$ cat src/rtl/clkgen_pwrup_pkg.sv
package clkgen_pwrup_pkg;
  typedef enum logic [1:0] {
    ST_OFF    = 2'd0,
    ST_SETTLE = 2'd1,
    ST_WAIT   = 2'd2,
    ST_RUN    = 2'd3
  } seq_state_e;
endpackage

$ cat src/rtl/seq_tick_timer.sv
module seq_tick_timer #(
  parameter int CNT_W = 8
) (
  input  logic             clk_i,
  input  logic             rst_ni,
  input  logic             clr_i,
  input  logic             run_i,
  input  logic             tick_i,
  input  logic [CNT_W-1:0] limit_i,
  output logic             done_o
);
  logic [CNT_W-1:0] cnt_q;

  assign done_o = run_i && tick_i && (cnt_q == limit_i - 1'b1);

  always_ff @(posedge clk_i or negedge rst_ni) begin
    if (!rst_ni)                cnt_q <= '0;
    else if (clr_i)             cnt_q <= '0;
    else if (run_i && tick_i)   cnt_q <= cnt_q + 1'b1;
  end

  // the count never reaches the active limit
  a_r3_cnt_bound: assert property (@(posedge clk_i) disable iff (!rst_ni)
    run_i |-> (cnt_q < limit_i));
endmodule

$ cat src/rtl/seq_strap_latch.sv
module seq_strap_latch #(
  parameter int W = 3
) (
  input  logic         clk_i,
  input  logic         rst_ni,
  input  logic         clr_i,
  input  logic         cap_i,
  input  logic [W-1:0] strap_i,
  output logic [W-1:0] strap_o,
  output logic         held_o
);
  always_ff @(posedge clk_i or negedge rst_ni) begin
    if (!rst_ni) begin
      strap_o <= '0;
      held_o  <= 1'b0;
    end else if (clr_i) begin
      strap_o <= '0;
      held_o  <= 1'b0;
    end else if (cap_i && !held_o) begin
      strap_o <= strap_i;
      held_o  <= 1'b1;
    end
  end

  a_r5_strap_hold: assert property (@(posedge clk_i) disable iff (!rst_ni)
    (held_o && !clr_i) |=> ($stable(strap_o) && held_o));
endmodule

$ cat src/rtl/clkgen_pwrup_seq.sv
module clkgen_pwrup_seq
  import clkgen_pwrup_pkg::*;
#(
  parameter int SEL_W        = 3,
  parameter int SETTLE_TICKS = 250,
  parameter int ENABLE_TICKS = 1800
) (
  input  logic             clk_i,
  input  logic             rst_ni,
  input  logic             tick_i,
  input  logic             supply_ok_i,
  input  logic             pwrgd_ni,
  input  logic [SEL_W-1:0] fsel_i,
  output logic [1:0]       state_o,
  output logic [SEL_W-1:0] fsel_o,
  output logic             clk_en_o
);
  localparam int MAX_TICKS = (SETTLE_TICKS > ENABLE_TICKS) ? SETTLE_TICKS : ENABLE_TICKS;
  localparam int CNT_W     = $clog2(MAX_TICKS + 1);
  localparam logic [CNT_W-1:0] SETTLE_LIM = CNT_W'(SETTLE_TICKS);
  localparam logic [CNT_W-1:0] ENABLE_LIM = CNT_W'(ENABLE_TICKS);

  seq_state_e       state_q, state_d;
  logic             t_run, t_clr, t_done, held, cap, en_q;
  logic [CNT_W-1:0] t_limit;

  always_comb begin
    state_d = state_q;
    unique case (state_q)
      ST_OFF:    state_d = ST_SETTLE;
      ST_SETTLE: if (t_done) state_d = ST_WAIT;
      ST_WAIT:   if (held && t_done) state_d = ST_RUN;
      ST_RUN:    state_d = ST_RUN;
      default:   state_d = ST_OFF;
    endcase
    if (!supply_ok_i) state_d = ST_OFF;
  end

  assign t_run   = supply_ok_i && ((state_q == ST_SETTLE) || (state_q == ST_WAIT && held));
  assign t_clr   = !t_run || (state_d != state_q);
  assign t_limit = (state_q == ST_SETTLE) ? SETTLE_LIM : ENABLE_LIM;
  assign cap     = supply_ok_i && (state_q == ST_WAIT) && !pwrgd_ni;

  seq_tick_timer #(.CNT_W(CNT_W)) u_timer (
    .clk_i   (clk_i),
    .rst_ni  (rst_ni),
    .clr_i   (t_clr),
    .run_i   (t_run),
    .tick_i  (tick_i),
    .limit_i (t_limit),
    .done_o  (t_done)
  );

  seq_strap_latch #(.W(SEL_W)) u_straps (
    .clk_i   (clk_i),
    .rst_ni  (rst_ni),
    .clr_i   (!supply_ok_i),
    .cap_i   (cap),
    .strap_i (fsel_i),
    .strap_o (fsel_o),
    .held_o  (held)
  );

  always_ff @(posedge clk_i or negedge rst_ni) begin
    if (!rst_ni) begin
      state_q <= ST_OFF;
      en_q    <= 1'b0;
    end else begin
      state_q <= state_d;
      en_q    <= (state_d == ST_RUN);
    end
  end

  assign state_o  = state_q;
  assign clk_en_o = en_q;

  a_r2_off_exit: assert property (@(posedge clk_i) disable iff (!rst_ni)
    (state_q == ST_OFF && supply_ok_i) |=> (state_q == ST_SETTLE));
  a_r4_wait_hold: assert property (@(posedge clk_i) disable iff (!rst_ni)
    (state_q == ST_WAIT && !held && pwrgd_ni && supply_ok_i) |=> (state_q == ST_WAIT && !held));
  a_r6_en_run: assert property (@(posedge clk_i) disable iff (!rst_ni)
    clk_en_o == (state_q == ST_RUN));
  a_r7_run_sticky: assert property (@(posedge clk_i) disable iff (!rst_ni)
    (state_q == ST_RUN && supply_ok_i) |=> (state_q == ST_RUN && $stable(fsel_o)));
  a_r8_supply_loss: assert property (@(posedge clk_i) disable iff (!rst_ni)
    !supply_ok_i |=> (state_q == ST_OFF && !clk_en_o && fsel_o == '0));
endmodule

$ cat config.mk
export PLATFORM = sky130hd
export DESIGN_NAME = clkgen_pwrup_seq
export DESIGN_NICKNAME = d
export VERILOG_FILES = /design/src/rtl/clkgen_pwrup_pkg.sv /design/src/rtl/seq_tick_timer.sv /design/src/rtl/seq_strap_latch.sv /design/src/rtl/clkgen_pwrup_seq.sv
export SDC_FILE = /design/constraint.sdc
export NUM_CORES = 1
export LEC_CHECK = 0
export BUFFER_PORTS_ARGS = -buffer_cell sky130_fd_sc_hd__clkbuf_2
export CAP_MARGIN = 40
export CORE_MARGIN = 4
export CORE_UTILIZATION = 57
export DETAILED_ROUTE_END_ITERATION = 8
export PLACE_DENSITY = 0.78
export SLEW_MARGIN = 10
export SYNTH_ARGS = -nofsm -noshare
export SYNTH_HDL_FRONTEND = slang
export SYNTH_HIERARCHICAL = 1
export SYNTH_SLANG_ARGS = --single-unit
$ cat constraint.sdc
create_clock -name clk_i -period 4.2 [get_ports clk_i]
set_input_delay 0 -clock clk_i [delete_from_list [all_inputs] [get_ports clk_i]]
set_output_delay 0 -clock clk_i [all_outputs]
set_load 0.01 [all_outputs]
==> flow_metrics.py <==
metrics = {
    "global_routing": {
        "antenna_found_initial": 0,
        "grt_pass1_wl_mm": 4.67,
        "grt_pass1_vias": 1055,
        "grt.overflow.total": 0,
        "grt_max_degree": 19,
        "grt_use_total": 0.187,
    },
    "clock_network": {
        "clkSinkCount": 18,
        "cts.htree.levels": 1,
        "cts_tree": "built",
        "cts.clk_slew.worst_paths_ns": 0.11,
        "cts_root_buf": "clkbuf_4",
        "cts_resized": 0,
        "clkLatencyLatePin_ns": 0.30,
        "cts_buffers": 3,
        "clk_path_buf_depth": 2,
    },
    "synth": {
        "yosysUniqueCellTypes": 39,
        "ys_seq_elements": 18,
        "syn_area_mm2": 0.00128,
        "yosysSeqAreaShare": 0.351,
        "synth_edf_count": 0,
        "ys.flop_type": "dfrtp_1",
        "synth_cells": 148,
        "yosys_warnings": 6,
        "syn_area_per_cell_um2": 8.67,
        "synthArstFlopShare": 1.00,
    },
    "placement": {
        "dp.cells": 196,
        "dp_hpwl_mm": 1.96,
        "io_buffers": 13,
        "gp_congestion": 0.864,
        "dpl_worst_slack_ns": 1.02,
    },
    "pwr": {
        "leakage_nw": 0.657,
        "p_per_area_mw_per_mm2": 221,
        "peakVddDrop_v": 0.000263,
    },
    "sta": {
        "rsz0062_at_grt": "false",
        "fin_crit_sh": 0.755,
        "finalSetupViolations": 0,
        "fmax_ghz": 0.315,
        "period_needed_ns": 3.17,
        "hold_viol": 0,
        "drv_slew": 0,
        "fin_skew_ns": 0.00334,
        "slew_headroom": 0.509,
        "tns_ns": 0,
        "postLayoutSetupSlackWorst_ns": 1.03,
        "tightest_slew_ns": 0.731,
    },
    "floorplanning": {
        "die_height_um": 55.4,
        "num_rows": 16,
        "core-area_mm2": 0.00204,
        "ios": 14,
        "die_area_mm2": 0.00307,
        "die_w_um": 55.4,
        "initial_utilization": 0.628,
    },
    "worst_hold_path": {
        "min-delay-path-class": "input port to flop",
        "hp-start": "pwrgd_ni",
        "holdPathEnd": "u_straps/strap_o[0]",
        "holdPathStages": 4,
    },
    "worst_setup_path": {
        "worstPathArrival_ns": 3.34,
        "crit_fanout": 11,
        "reg2reg_to": "u_timer/cnt_q[4]",
        "cp-start-kind": "flop",
        "r2r_slack_ns": 1.03,
        "crit_start": "state_o[1]",
        "reg2regPathDepth": 11,
        "regToRegStartpoint": "state_o[1]",
        "endpoint_kind": "flop",
        "crit_type": "flop to flop",
        "cp_data_required_time_ns": 4.37,
    },
    "cells_and_area": {
        "final_cells": 206,
        "nNetsFinal": 190,
        "nFillCells": 162,
        "final_cell_mix": "nor2_1, dfrtp_1, conb_1",
        "drive_above_1_share": 0.134,
        "antenna_cells": 0,
        "area_growth_syn_to_layout_pct": 17.8,
    },
    "detailed_routing": {
        "drc": 0,
        "vias": 1119,
        "wl_per_cell_um": 13.3,
        "routed_wirelength_mm": 2.74,
        "dr.pass1.iters": 4,
        "final_antenna_net_count": 0,
        "drt_iter0_drc": 42,
        "avgViaCountPerCell": 5.43,
    },
    "run_status": {
        "status": "completed",
    },
    "job": {
        "drv_cap": 0,
    },
}
==> state kept, by name (all words and copies together), names as in the netlist <==
register          flops
u_timer/cnt_q        11
u_straps/strap_o      3
state_o               2
clk_en_o              1
u_straps/held_o       1
==> layout make-up <==
class                      instances  area, um2  area share
inverter                           7       26.3      0.0174
clock buffer                       4       36.3      0.0240
timing repair buffer              20        133      0.0878
sequential                        18        450       0.298
multi-input combinational        130        831       0.550
tap                               27       33.8      0.0224
==> synthesized netlist by cell type, types with 2 or more instances <==
cell       number  share of area
a211o_1         2          0.014
a21oi_1         6          0.023
a31oi_1         3          0.015
and2b_1         2          0.012
and3b_1         2          0.014
clkbuf_1        4          0.012
conb_1          2         0.0059
dfrtp_1        18           0.35
ha_1            2          0.020
inv_1           7          0.020
nand2_1        11          0.032
nand2b_1        5          0.024
nand3_1         6          0.023
nand4_1         5          0.024
nand4bb_1       3          0.026
nor2_1         18          0.053
nor2b_1         2         0.0098
nor3_1          4          0.016
nor4_1          2         0.0098
o21ai_0         3          0.012
o21ai_1         5          0.020
or3_1           2         0.0098
xnor2_1        11          0.075
xor2_1          8          0.055
==> critical path: stages, from the launching register on <==
cell	delay, ns
dfrtp_1	0.45
and2b_1	0.41
inv_1	0.08
ha_1	0.30
and2b_1	0.19
or3_1	0.33
a31oi_1	0.23
nand4_1	0.12
a221oi_2	0.29
nor2b_1	0.10
o21ai_1	0.41
nor2_1	0.12
==> worst max path at each step <==
stage | to | slack (ns) | depth (start not counted)
6_report | u_timer/cnt_q[4] | 1.03 | 11
4_1_cts | u_timer/cnt_q[0] | 1.00 | 11
3_3_place_gp | u_timer/cnt_q[7] | 1.13 | 11
3_5_place_dp | u_timer/cnt_q[0] | 1.02 | 11
2_1_floorplan | u_timer/cnt_q[0] | 0.99 | 13
5_1_grt | u_timer/cnt_q[4] | 0.78 | 11
==> where the power goes <==
| part | switching [mW] | internal [mW] | total [mW] |
|---|---|---|---|
| Combinational | 0.0276 | 0.0202 | 0.0478 |
| Clock | 0.0585 | 0.0529 | 0.111 |
| Sequential | 0.00111 | 0.174 | 0.175 |
==> timing repair <==
| item | in CTS | in global routing |
|---|---|---|
| hold buffers | 6 | 0 |
| buffers inserted | 0 | 0 |
| endpoints found under the hold margin | 23 | 0 |
==> metrics by stage <==
step,hold slack (ns),power [mW],util,cell area [um2]
CTS,0.0325,0.334,0.740,1510
global route,0.0563,0.346,0.740,1510
global placement,-0.0452,0.220,0.692,1410
detailed placement,-0.0312,0.221,0.692,1410
floorplan,-0.296,0.208,-,1330
finish,0.0455,0.334,0.740,1510
==> layer usage <==
metal / part of all wire / up-vias / wire (um) / GRT usage
li1: - / 564 / - / -
met1: 0.46 / 532 / 1260 / 0.235
met2: 0.49 / 19 / 1350 / 0.319
met3: 0.035 / 4 / 97 / 0.0210
met4: 0.014 / 0 / 38 / 0.0868
met5: 0 / - / 0 / 0
==> logic make-up after synthesis <==
kind of cell | count (synthesis) | share of synthesized area
other | 2 | 0.00586
buffers and inverters | 12 | 0.0361
xor gates and xnor gates | 19 | 0.130
adders and majority gates | 2 | 0.0195
DFF | 18 | 0.351
and+or+nand+nor | 71 | 0.340
AOI/OAI and AO/OA | 24 | 0.118
(Power assumes the default switching activity.)
